[config.mk]
export PLATFORM = sky130hd
export DESIGN_NAME = gpio_edge_irq
export DESIGN_NICKNAME = d
export VERILOG_FILES = /design/src/rtl/gpei_pkg.sv /design/src/rtl/gpei_edge_detect.sv /design/src/rtl/gpei_regs.sv /design/src/rtl/gpei_aggregate.sv /design/src/rtl/gpio_edge_irq.sv
export SDC_FILE = /design/constraint.sdc
export NUM_CORES = 1
export LEC_CHECK = 0
export ABC_AREA = 0
export ABC_CLOCK_PERIOD_IN_PS = 1700
export CAP_MARGIN = 15
export CORE_UTILIZATION = 37
export CTS_CLUSTER_DIAMETER = 100
export CTS_CLUSTER_SIZE = 14
export DETAILED_ROUTE_END_ITERATION = 7
export SLEW_MARGIN = 30
export SYNTH_ARGS = -nofsm -noshare
export SYNTH_HDL_FRONTEND = slang
export SYNTH_SLANG_ARGS = --single-unit
[constraint.sdc]
create_clock -name clk -period 1.7 [get_ports clk]
set_input_delay 0.34 -clock clk [delete_from_list [all_inputs] [get_ports clk]]
set_output_delay 0.34 -clock clk [all_outputs]
set_load 0.05 [all_outputs]
[src/rtl/gpei_pkg.sv]
package gpei_pkg;
  localparam int MAX_LINES = 64;
  localparam int WORD_W    = 32;

  typedef enum logic [1:0] {
    REG_EN   = 2'd0,
    REG_POL  = 2'd1,
    REG_STS  = 2'd2,
    REG_WAKE = 2'd3
  } reg_kind_e;

  // Bits that correspond to implemented lines
  function automatic logic [MAX_LINES-1:0] line_mask(input int n);
    logic [MAX_LINES-1:0] m;
    for (int i = 0; i < MAX_LINES; i++) m[i] = (i < n);
    return m;
  endfunction

  // Select the 32-bit half holding lines 0-31 (hi=0) or 32-63 (hi=1)
  function automatic logic [WORD_W-1:0] half_of(input logic [MAX_LINES-1:0] v,
                                                input logic hi);
    return hi ? v[MAX_LINES-1:WORD_W] : v[WORD_W-1:0];
  endfunction

  // Replace one half of a 64-bit vector with a word
  function automatic logic [MAX_LINES-1:0] half_put(input logic [MAX_LINES-1:0] old,
                                                   input logic hi,
                                                   input logic [WORD_W-1:0] d);
    logic [MAX_LINES-1:0] r;
    r = old;
    if (hi) r[MAX_LINES-1:WORD_W] = d;
    else    r[WORD_W-1:0]         = d;
    return r;
  endfunction
endpackage

[src/rtl/gpei_edge_detect.sv]
module gpei_edge_detect #(
  parameter int LANES = 64
) (
  input  logic             clk,
  input  logic             rst_n,
  input  logic [LANES-1:0] pin,
  input  logic [LANES-1:0] falling_sel,
  output logic [LANES-1:0] edge_hit
);
  logic [LANES-1:0] meta_q, sync_q, prev_q;

  always_ff @(posedge clk) begin
    if (!rst_n) begin
      meta_q <= '0;
      sync_q <= '0;
      prev_q <= '0;
    end else begin
      meta_q <= pin;
      sync_q <= meta_q;
      prev_q <= sync_q;
    end
  end

  for (genvar i = 0; i < LANES; i++) begin : g_lane
    logic rose, fell;
    assign rose        = sync_q[i] & ~prev_q[i];
    assign fell        = ~sync_q[i] & prev_q[i];
    assign edge_hit[i] = falling_sel[i] ? fell : rose;
  end
endmodule

[src/rtl/gpei_regs.sv]
module gpei_regs
  import gpei_pkg::*;
#(
  parameter logic [MAX_LINES-1:0] LMASK = '1
) (
  input  logic                 clk,
  input  logic                 rst_n,
  input  logic [2:0]           word_addr,
  input  logic                 wen,
  input  logic [WORD_W-1:0]    wdata,
  input  logic [MAX_LINES-1:0] edge_hit,
  output logic [WORD_W-1:0]    rdata,
  output logic [MAX_LINES-1:0] enable,
  output logic [MAX_LINES-1:0] polarity,
  output logic [MAX_LINES-1:0] status,
  output logic [MAX_LINES-1:0] wake_en,
  output logic [MAX_LINES-1:0] clr_hit
);
  reg_kind_e kind;
  logic      hi;
  logic [MAX_LINES-1:0] sel;

  assign kind = reg_kind_e'(word_addr[2:1]);
  assign hi   = word_addr[0];

  // Bits a write to the status word asks to clear
  assign clr_hit = (wen && kind == REG_STS) ? (half_put('0, hi, wdata) & LMASK) : '0;

  always_ff @(posedge clk) begin
    if (!rst_n) begin
      enable   <= '0;
      polarity <= '0;
      status   <= '0;
      wake_en  <= '0;
    end else begin
      if (wen && kind == REG_EN)   enable   <= half_put(enable,   hi, wdata) & LMASK;
      if (wen && kind == REG_POL)  polarity <= half_put(polarity, hi, wdata) & LMASK;
      if (wen && kind == REG_WAKE) wake_en  <= half_put(wake_en,  hi, wdata) & LMASK;
      // a fresh edge wins over a clear in the same cycle
      status <= (status & ~clr_hit) | (edge_hit & LMASK);
    end
  end

  always_comb begin
    case (kind)
      REG_EN:   sel = enable;
      REG_POL:  sel = polarity;
      REG_STS:  sel = status;
      default:  sel = wake_en;
    endcase
    rdata = half_of(sel, hi);
  end
endmodule

[src/rtl/gpei_aggregate.sv]
module gpei_aggregate #(
  parameter int LANES = 64
) (
  input  logic [LANES-1:0] status,
  input  logic [LANES-1:0] enable,
  input  logic [LANES-1:0] wake_en,
  output logic             irq_out,
  output logic             wake_req
);
  assign irq_out  = |(status & enable);
  assign wake_req = |(status & wake_en);
endmodule

[src/rtl/gpio_edge_irq.sv]
module gpio_edge_irq
  import gpei_pkg::*;
#(
  parameter int NUM_LINES = 36
) (
  input  logic                 clk,
  input  logic                 rst_n,
  input  logic [NUM_LINES-1:0] gpio_in,
  input  logic [2:0]           bus_word_addr,
  input  logic                 bus_wen,
  input  logic [31:0]          bus_wdata,
  output logic [31:0]          bus_rdata,
  output logic                 irq_out,
  output logic                 wake_req
);
  localparam logic [MAX_LINES-1:0] LMASK = line_mask(NUM_LINES);

  logic [MAX_LINES-1:0] gpio_wide;
  logic [MAX_LINES-1:0] edge_hit, enable, polarity, status, wake_en, clr_hit;

  always_comb begin
    gpio_wide = '0;
    gpio_wide[NUM_LINES-1:0] = gpio_in;
  end

  gpei_edge_detect #(.LANES(MAX_LINES)) u_edge (
    .clk         (clk),
    .rst_n       (rst_n),
    .pin         (gpio_wide),
    .falling_sel (polarity),
    .edge_hit    (edge_hit)
  );

  gpei_regs #(.LMASK(LMASK)) u_regs (
    .clk       (clk),
    .rst_n     (rst_n),
    .word_addr (bus_word_addr),
    .wen       (bus_wen),
    .wdata     (bus_wdata),
    .edge_hit  (edge_hit),
    .rdata     (bus_rdata),
    .enable    (enable),
    .polarity  (polarity),
    .status    (status),
    .wake_en   (wake_en),
    .clr_hit   (clr_hit)
  );

  gpei_aggregate #(.LANES(MAX_LINES)) u_agg (
    .status   (status),
    .enable   (enable),
    .wake_en  (wake_en),
    .irq_out  (irq_out),
    .wake_req (wake_req)
  );
endmodule

==> metrics.md, run 1 <==
| Metric | Value |
|---|---|
| Later-pin clock latency in the skew report | `500 ps` |
| Worst path required time | `1360 ps` |
| Post-Place Cells | `1575` |
| Met1 Wirelength | `13300 µm` |
| CP max stage delay | `370 ps` |
| Core Util, Final | `52.8%` |
| Syn avg cell area | `10.2 µm²` |
| Die Ht | `169 µm` |
| WP buf/inv | `2` |
| Hold Fails Final Rpt | `0` |
| Fin cells | `1608` |
| Post-synth EDFFs | `0` |
| Clk slew on worst S/H paths | `70 ps` |
| Fin area | `14300 µm²` |
| Min Tclk post-route | `2360 ps` |
| YS warnings | `0` |
| Worst reg2reg startpoint | `u_regs.status[18]` |
| Residual DRC count | `0` |
| FMAX | `423 MHz` |
| Clock root buffer | `clkbuf_16` |
| Ys async rst share | `0%` |
| Synth top area share | `48.8%` |
| Share of layout cells above drive strength 1 | `31.8%` |
| Sw Share | `23.8%` |
| Worst path slowest cell | `dfxtp_4` |
| Crit path top cell by count | `nand4_1` |
| Core footprint | `27200 µm²` |
| Top FF cell, synth | `dfxtp_1` |
| Max layer used | `met4` |
| Htree depth | `1` |
| Met2 WL | `13800 µm` |
| Final setup violation count | `34` |
| Antenna violations before repair | `0` |
| Final Wtd Congestion | `0.850` |
| Part of the power in registers | `52.9%` |
| Setup TNS | `-12970 ps` |
| Port bufs | `107` |
| Die width | `169 µm` |
| Worst slew margin | `74.3%` |
| Largest cells by area after synthesis | `dfxtp_1 (49%), a21boi_0 (7.8%), mux4_2 (7.8%)` |
| Vias in the first global route | `8088` |
| Diode count | `0` |
| WL/cell | `18.1 µm` |
| Top cells by count, synth | `dfxtp_1 (252), nand2_1 (196), and2_1 (109)` |
| # Max-Cap Violations | `0` |
| Die area | `28600 µm²` |
| Critical Path AT | `2020 ps` |
| Worst Setup Start Kind | `flop` |
| Clock share of power | `35.8%` |
| Most common cell in the synthesized netlist | `dfxtp_1` |
| Max Buffers Root-to-Sink | `3` |
| Drt initial violations | `478` |
| Synthesized Nets | `1088` |
| Seq/Total Area, Yosys | `48.8%` |
| Outcome | `finished, violations left` |
| Sw Pwr | `0.00282 W` |
| Final Skew | `10.1 ps` |
| Total grt overflow | `0` |
| Cell Chain, Critical Path | `a22oi_1 -> nand4_1 -> nor4_2 -> buf_4 -> nand4_1 -> buf_6` |
| Worst Path Max Fanout | `3` |
| CTS tree | `built` |
| Internal | `0.00904 W` |
| Max Slew Vio Count | `0` |
| P&R area growth vs syn | `38.6%` |
| Hold Crit Class | `in -> reg` |
| CTS sink count | `252` |
| Worst setup path class | `reg -> out` |
| Lkg Pwr | `5.51 nW` |
| Critical path startpoint | `u_regs.status[29]` |
| Post-route setup slack | `-665 ps` |
| Cell row count | `60` |
| RSZ-0062 raised after global routing | `true` |
| CTS buffer count | `21` |
| First-pass GRT wire length | `45800 µm` |
| Yosys cell types | `31` |
| Final Net Count | `1312` |
| Pre-Repair DR Iteration Count | `4` |
| Synth area leader | `dfxtp_1` |
| Routed met3 length | `1360 µm` |
| Initial Util | `38.1%` |
| IO Pins | `108` |
| Final wirelength | `29100 µm` |
| Fin crit share | `139%` |
| Comb pwr share | `11.4%` |
| Placed cell area | `13100 µm²` |
| Mapped Area | `10300 µm²` |
| Largest net degree at the start of global routing | `59` |
| Worst Setup End Kind | `primary output` |
| Pre-CTS setup slack | `-332 ps` |
| DR vias | `8149` |
| Final ANT Viol Nets | `0` |
| VDD IR max | `0.564 mV` |
| Cell family with most CP delay | `simple AND/OR/NAND/NOR gates` |
| Total GRT Usage | `20.6%` |
| DR vias/cell | `5.07` |
| Hold path startpoint | `rst_n` |
| Pwr Density | `827 nW/µm²` |
| Final HPWL DP | `19900 µm` |
| Slew @ Worst Pin | `385 ps` |
| Syn Inst Count | `1014` |
| #FFs+latches synth | `252` |
| Failing checks | `negative setup slack` |
[placed cells by master (no fill, tap or decap), types with 2 or more instances in the layout]
cell type | netlist | routed
nand2_1 | 196 | 196
and3b_1 | 36 | 36
mux2i_1 | 12 | 12
clkdlybuf4s50_1 | 0 | 69
a21boi_1 | 24 | 24
buf_8 | 0 | 7
buf_6 | 4 | 87
a221oi_1 | 2 | 2
dfxtp_2 | 0 | 73
dfxtp_1 | 252 | 164
nor2b_1 | 41 | 13
a22oi_2 | 0 | 11
dfxtp_4 | 0 | 15
mux2_4 | 0 | 4
nor2b_4 | 0 | 28
nor3b_1 | 36 | 36
o31a_1 | 36 | 36
and2_1 | 109 | 109
nand3_1 | 2 | 2
nand4_1 | 9 | 9
a21boi_0 | 108 | 108
a22oi_1 | 32 | 21
a22o_1 | 2 | 2
mux4_2 | 36 | 36
buf_12 | 0 | 23
buf_4 | 4 | 79
nor4_2 | 0 | 2
clkbuf_16 | 0 | 21
[stage by stage]
stage / power (W) / hold WS, ps
final: 0.0119 / 237
after detailed placement: 0.00764 / 418
after global placement: 0.00763 / 415
after CTS: 0.0120 / 222
after floorplan: 0.00699 / 412
after global routing: 0.0123 / 232
[layout make-up]
type	count	area [µm²]
fillers	2472	12800
multi-input cells	696	5270
flip-flops and latches	252	5190
repair buffers	267	2890
clock buffers	21	526
well taps	372	465
[flip-flops by register name, summed over array words and instances (netlist names)]
signal           flops
u_edge.meta_q       36
u_edge.prev_q       36
u_edge.sync_q       36
u_regs.enable       36
u_regs.polarity     36
u_regs.status       36
u_regs.wake_en      36
[power groups by stage]
| stage | combinational (W) | sequential [W] | clock (W) |
|---|---|---|---|
| 2_1_floorplan | 0.000663 | 0.00632 | 0 |
| 3_3_place_gp | 0.00125 | 0.00638 | 0 |
| 3_5_place_dp | 0.00126 | 0.00638 | 0 |
| 4_1_cts | 0.00135 | 0.00626 | 0.00437 |
| 5_1_grt | 0.00144 | 0.00628 | 0.00462 |
| 6_report | 0.00135 | 0.00627 | 0.00424 |
[final timing paths]
path | depth (start not counted) | endpoint | slack [ps]
setup / recovery | 6 | irq_out | -660
setup reg to reg | 4 | u_regs.status[18] | 600
hold reg to reg | 1 | u_edge.sync_q[20] | 430
hold / removal | 2 | u_regs.status[19] | 240
[per-layer routing]
layer	track usage [%]	up-vias
li1	-	3963
met1	27.4	3954
met2	34.6	186
met3	3.06	46
met4	5.88	0
met5	0	-
[timing repair]
action,CTS,global route
hold endpoints to repair,0,0
endpoints found under the setup margin,34,34
resized for setup,200,20
cloned,2,0
buffers inserted,8,3
pin swaps,7,6
hold buffers,0,0
[cells by family (layout without fill, tap and decap cells)]
group	count (synthesis)	after routing	share of synthesized area, %
AOI/OAI and AO/OA	204	204	15.3
buffers and inverters	66	288	3.13
DFF	252	252	48.8
muxes	52	52	9.44
and+or+nand+nor	440	440	23.4
Power figures use the tool's default switching activity.
==> run 2: changes to the inputs <==
--- a/config.mk
+++ b/config.mk
@@ -12,6 +12,7 @@
 export CTS_CLUSTER_DIAMETER = 100
 export CTS_CLUSTER_SIZE = 14
 export DETAILED_ROUTE_END_ITERATION = 7
+export PLACE_DENSITY = 0.58
 export SLEW_MARGIN = 30
 export SYNTH_ARGS = -nofsm -noshare
 export SYNTH_HDL_FRONTEND = slang
==> metrics.md, run 2 (synthesis results as in run 1) <==
| Metric | Value |
|---|---|
| Most common cell after layout, fill and taps aside | `nand2_1` |
| Final Wtd Congestion | `0.948 (+12%)` |
| Outcome | `finished, violations left` |
| CTS buffer count | `21 (unchanged)` |
| Clk slew on worst S/H paths | `70 ps (about the same)` |
| Later-pin clock latency in the skew report | `510 ps (about the same)` |
| Final ANT Viol Nets | `0 (unchanged)` |
| Worst Path Max Fanout | `3 (unchanged)` |
| Reg-to-Reg End | `u_regs.status[1]` |
| Cell family with most CP delay | `simple AND/OR/NAND/NOR gates` |
| Max Buffers Root-to-Sink | `3 (unchanged)` |
| Total GRT Usage | `21.0% (+0.39 points)` |
| Failing checks | `negative setup slack` |
| P&R area growth vs syn | `37.3%` |
| Critical Path AT | `2020 ps (about the same)` |
| Worst Setup End Kind | `primary output` |
| Slew @ Worst Pin | `288 ps (-97.3 ps)` |
| Final wirelength | `30000 µm (+3.2%)` |
| Post-route setup slack | `-663 ps (+1.83 ps)` |
| Pwr Density | `835 nW/µm² (+1.1%)` |
| Pre-Repair DR Iteration Count | `5 (+1)` |
| Fin area | `14200 µm² (-0.96%)` |
| RSZ-0062 raised after global routing | `true` |
| CP endpoint | `wake_req` |
| WL/cell | `18.7 µm (+3.7%)` |
| CP max stage delay | `360 ps (about the same)` |
| Max Slew Vio Count | `0 (unchanged)` |
| Final HPWL DP | `21300 µm (+6.9%)` |
| DR vias/cell | `5.09 (+0.52%)` |
| Share of layout cells above drive strength 1 | `31.7% (-0.14 points)` |
| Worst path required time | `1360 ps (about the same)` |
| Drt initial violations | `486 (+1.7%)` |
| Initial Util | `38.1% (unchanged)` |
| Pre-CTS setup slack | `-551 ps (-219 ps)` |
| FMAX | `423 MHz (about the same)` |
| DR vias | `8156 (+0.086%)` |
| Hold Fails Final Rpt | `0 (unchanged)` |
| Final setup violation count | `34 (unchanged)` |
| CTS sink count | `252 (unchanged)` |
| Diode count | `0 (unchanged)` |
| Cell Chain, Critical Path | `a22oi_2 -> nand4_1 -> nor4_2 -> buf_4 -> nand4_1 -> buf_6` |
| Final Net Count | `1304 (-0.61%)` |
| Critical path startpoint | `u_regs.status[6]` |
| Cell row count | `60 (unchanged)` |
| Worst reg2reg startpoint | `u_regs.status[1]` |
| WP buf/inv | `2 (unchanged)` |
| Most frequent cells in the layout | `nand2_1 (196), dfxtp_1 (166), and2_1 (109)` |
| Lkg Pwr | `5.44 nW (-1.2%)` |
| R2R depth | `4 (unchanged)` |
| Die Ht | `169 µm (unchanged)` |
| Crit path depth | `6 (unchanged)` |
| IO Pins | `108 (unchanged)` |
| Worst slew margin | `80.8% (+6.5 points)` |
| Hold Crit Class | `in -> reg` |
| CTS tree | `built` |
| Die width | `169 µm (unchanged)` |
| Antenna violations before repair | `0 (unchanged)` |
| Crit path top cell by count | `nand4_1` |
| Largest net degree at the start of global routing | `45 (-24%)` |
| Clock root buffer | `clkbuf_16` |
| Core footprint | `27200 µm² (unchanged)` |
| Die area | `28600 µm² (unchanged)` |
| Min Tclk post-route | `2360 ps (-1.83 ps)` |
| Vias in the first global route | `7884 (-2.5%)` |
| # Max-Cap Violations | `0 (unchanged)` |
| Residual DRC count | `0 (unchanged)` |
| Fill cells | `2478 (+0.24%)` |
| Worst Setup Start Kind | `flop` |
| Final Skew | `14.2 ps (+4.11 ps)` |
| Port bufs | `107 (unchanged)` |
| Total grt overflow | `0 (unchanged)` |
| FF-to-FF setup slack | `560 ps (-40 ps)` |
| Fin crit share | `139% (about the same)` |
| Worst setup path class | `reg -> out` |
| Placed cell area | `12900 µm² (-1.4%)` |
| Worst path slowest cell | `dfxtp_4` |
| VDD IR max | `0.642 mV (+14%)` |
| First-pass GRT wire length | `46100 µm (+0.69%)` |
| Htree depth | `1 (unchanged)` |
run 2: worst reg2reg max path, delay by kind of cell, from the launching register on:
kind | cells | cell delay [ps]
buffers and inverters | 2 | 240
flip-flops | 1 | 330
AO/OA/AOI/OAI | 2 | 450
run 2: repair_timing:
action,in CTS,in global routing
endpoints found under the hold margin,0,0
resized for setup,195,42
setup buffers,9,3
hold buffers,0,0
setup endpoints to repair,34,34
pin swaps,9,7
run 2: power by group:
part           total, W  internal (W)  switching (W)  leakage [nW]
sequential      0.00627       0.00610       0.000166          2.10
clock           0.00428       0.00219        0.00209         0.263
combinational   0.00131      0.000723       0.000592          3.07
total            0.0119       0.00902        0.00285          5.44
run 2: worst min-delay path by stage:
stage,start,to,slack [ps],depth (start not counted)
final,rst_n,u_regs.status[17],180,2
after floorplan,u_edge.meta_q[0],u_edge.sync_q[0],410,1
after global routing,rst_n,u_regs.status[16],180,2
after global placement,u_edge.meta_q[15],u_edge.sync_q[15],410,1
after CTS,rst_n,u_regs.status[16],170,2
after detailed placement,u_edge.meta_q[32],u_edge.sync_q[32],420,1
run 2: through the flow:
step	std cells	util [%]	total power (W)	hold WS, ps	TNS, ps
after global routing	1601	52.3	0.0123	184	-14390
after detailed placement	1568	47.5	0.00762	418	-51910
after global placement	1568	47.5	0.00761	413	-49650
after floorplan	1014	-	0.00699	412	-519
after CTS	1599	51.7	0.0120	172	-13510
final	1601	52.3	0.0119	179	-12980
run 2: final cells by class:
class	instances	area, µm²	share of cell area, %
timing repair buffer	259	2700	19.0
clock inverter	1	8.76	0.0617
tap	372	465	3.28
clock buffer	21	526	3.70
sequential	252	5190	36.6
multi-input combinational	696	5300	37.3
run 2: routing by layer:
layer  track usage [%]  routed length, µm  vias to the layer above
met5                 0                  0                        -
met3              3.45               1540                       57
met2              33.5              13800                      197
met1              29.2              13800                     3952
li1                  -                  -                     3950
met4              6.03                803                        0
==> run 3: changes to the inputs <==
--- a/config.mk
+++ b/config.mk
@@ -13,6 +13,8 @@
 export CTS_CLUSTER_SIZE = 14
 export DETAILED_ROUTE_END_ITERATION = 7
 export PLACE_DENSITY = 0.58
+export RECOVER_POWER = 100
+export REMOVE_ABC_BUFFERS = 1
 export SLEW_MARGIN = 30
 export SYNTH_ARGS = -nofsm -noshare
 export SYNTH_HDL_FRONTEND = slang
==> metrics.md, run 3 (synthesis results as in run 1) <==
| Metric | Value |
|---|---|
| Outcome | `finished, violations left` |
| Failing checks | `negative setup slack` |
| Critical Path AT | `2040 ps (+20 ps)` |
| Hold_buf cts | `0 (unchanged)` |
| Clk slew on worst S/H paths | `70 ps (about the same)` |
| Initial Util | `38.1% (unchanged)` |
| Lkg Pwr | `5.26 nW (-3.2%)` |
| Worst setup path class | `reg -> out` |
| Htree depth | `1 (unchanged)` |
| IO Pins | `108 (unchanged)` |
| Min Tclk post-route | `2380 ps (+15.6 ps)` |
| Placed cell area | `12600 µm² (-2.4%)` |
| Final Net Count | `1285 (-1.5%)` |
| Cell family with most CP delay | `simple AND/OR/NAND/NOR gates` |
| Crit path depth | `6 (unchanged)` |
| Worst reg2reg startpoint | `u_regs.status[14]` |
| VDD IR max | `0.576 mV (-10%)` |
| DR vias | `7905 (-3.1%)` |
| Residual DRC count | `0 (unchanged)` |
| Most common cell after layout, fill and taps aside | `nand2_1` |
| Routed met3 length | `1120 µm (-28%)` |
| P&R area growth vs syn | `34.3%` |
| Max Buffers Root-to-Sink | `3 (unchanged)` |
| Max layer used | `met4` |
| Vias in the first global route | `7801 (-1.1%)` |
| WL/cell | `17.1 µm (-8.5%)` |
| CTS sink count | `252 (unchanged)` |
| Slew @ Worst Pin | `778 ps (+490 ps)` |
| Core footprint | `27200 µm² (unchanged)` |
| FF-to-FF setup slack | `610 ps (+50 ps)` |
| Max Slew Vio Count | `0 (unchanged)` |
| Diode count | `0 (unchanged)` |
| Cell row count | `60 (unchanged)` |
| CP max stage delay | `360 ps (about the same)` |
| Fin area | `13900 µm² (-2.2%)` |
| Final Skew | `14.2 ps (-0.0719 ps)` |
| Most frequent cells in the layout | `nand2_1 (196), dfxtp_1 (176), a21boi_0 (115)` |
| Antenna violations before repair | `0 (unchanged)` |
| Final HPWL DP | `18100 µm (-15%)` |
| Fin crit share | `140% (+0.92 points)` |
| Clock root buffer | `clkbuf_16` |
| Largest net degree at the start of global routing | `67 (+49%)` |
| CTS buffer count | `21 (unchanged)` |
| Die area | `28600 µm² (unchanged)` |
| Worst slew margin | `48.1% (-33 points)` |
| Hold WS | `408 ps (+228 ps)` |
| R2R depth | `4 (unchanged)` |
| Pwr Density | `846 nW/µm² (+1.2%)` |
| Worst Path Max Fanout | `4 (+1)` |
| Hold Fails Final Rpt | `0 (unchanged)` |
| Worst Setup Start Kind | `flop` |
| Post-route setup slack | `-678 ps (-15.6 ps)` |
| Later-pin clock latency in the skew report | `510 ps (about the same)` |
| Setup TNS | `-14340 ps (-1360 ps)` |
| Fill cells | `2560 (+3.3%)` |
| Pre-Repair DR Iteration Count | `4 (-1)` |
| DR vias/cell | `5.00 (-1.9%)` |
| Crit path top cell by count | `nand4_1` |
| WP buf/inv | `2 (unchanged)` |
| Final wirelength | `27100 µm (-9.6%)` |
| Min-Delay Path Depth | `2 (unchanged)` |
| Cell Chain, Critical Path | `a22oi_2 -> nand4_1 -> nor4_2 -> buf_4 -> nand4_1 -> buf_6` |
| Met1 Wirelength | `12900 µm (-6.9%)` |
| Drt initial violations | `461 (-5.1%)` |
| Die Ht | `169 µm (unchanged)` |
| CTS tree | `built` |
| Total GRT Usage | `19.2% (-1.8 points)` |
| Hold path startpoint | `gpio_in[21]` |
| Final ANT Viol Nets | `0 (unchanged)` |
| Final Wtd Congestion | `0.816 (-14%)` |
| Worst path required time | `1360 ps (about the same)` |
| FMAX | `420 MHz (-0.65%)` |
| Port bufs | `107 (unchanged)` |
| Die width | `169 µm (unchanged)` |
| Hold Crit Class | `in -> reg` |
| Worst hold endpoint | `u_edge.meta_q[21]` |
| # Max-Cap Violations | `0 (unchanged)` |
| RSZ-0062 raised after global routing | `true` |
| Critical path startpoint | `u_regs.status[27]` |
| Final setup violation count | `50 (+47%)` |
| Reg-to-Reg End | `u_regs.status[14]` |
| Met2 WL | `12700 µm (-8.3%)` |
| Total grt overflow | `0 (unchanged)` |
| Worst Setup End Kind | `primary output` |
| Worst path slowest cell | `dfxtp_1` |
| First-pass GRT wire length | `43300 µm (-6.2%)` |
| Share of layout cells above drive strength 1 | `29.4% (-2.2 points)` |
-- run 3: cell count changes in the layout (fill, tap and decap cells not counted), moves of 7 or more --
cell      delta
buf_4       -25
a21boi_1     -7
and2_1      -23
clkbuf_2     +8
a21boi_0     +7
dfxtp_1     +10
dfxtp_4     -16
and2_0      +23
-- run 3: power by group --
part | total (W) | internal, W | switching, W | leakage [nW]
combinational | 0.00124 | 0.000668 | 0.000569 | 2.90
clock | 0.00425 | 0.00219 | 0.00206 | 0.263
sequential | 0.00625 | 0.00612 | 0.000138 | 2.09
-- run 3: metrics by stage --
stage,setup WS [ps],cells,utilization [%],power (W)
after global placement,-399,1553,46.3,0.00752
final,-678,1582,51.1,0.0117
after CTS,-780,1579,51.1,0.0119
after detailed placement,-442,1553,46.3,0.00752
after global routing,-773,1582,51.1,0.0122
after floorplan,1.40,948,-,0.00681
-- run 3: how the worst max path moves through the flow --
stage	end	slack (ps)
floorplan	bus_rdata[10]	1
global route	irq_out	-770
CTS	irq_out	-780
detailed placement	bus_rdata[26]	-440
finish	wake_req	-680
global placement	bus_rdata[2]	-400
-- run 3: worst reg2reg max path, cell delays in order, from the launching register on --
cell	delay (ps)
dfxtp_2	330
buf_6	120
buf_6	110
a21boi_0	110
o31a_1	310
-- run 3: timing repair --
action,in CTS,in global routing
endpoints found under the hold margin,0,0
buffers inserted,6,9
pin swaps,6,5
resized for setup,239,35
cloned,0,0
endpoints found under the setup margin,34,34
-- run 3: per-layer routing --
metal  vias up  global-route usage (%)
li1       3921                       -
met1      3805                    27.1
met2       148                    31.2
met3        31                    2.78
met4         0                    4.23
met5         -                       0
-- run 3: layout make-up --
class	instances	area [µm²]	area share (%)
Sequential cell	252	5140	37.0
Multi-Input combinational cell	696	5270	37.9
Timing Repair Buffer	240	2480	17.9
Clock inverter	1	8.76	0.0631
Clock buffer	21	526	3.78
Tap cell	372	465	3.35
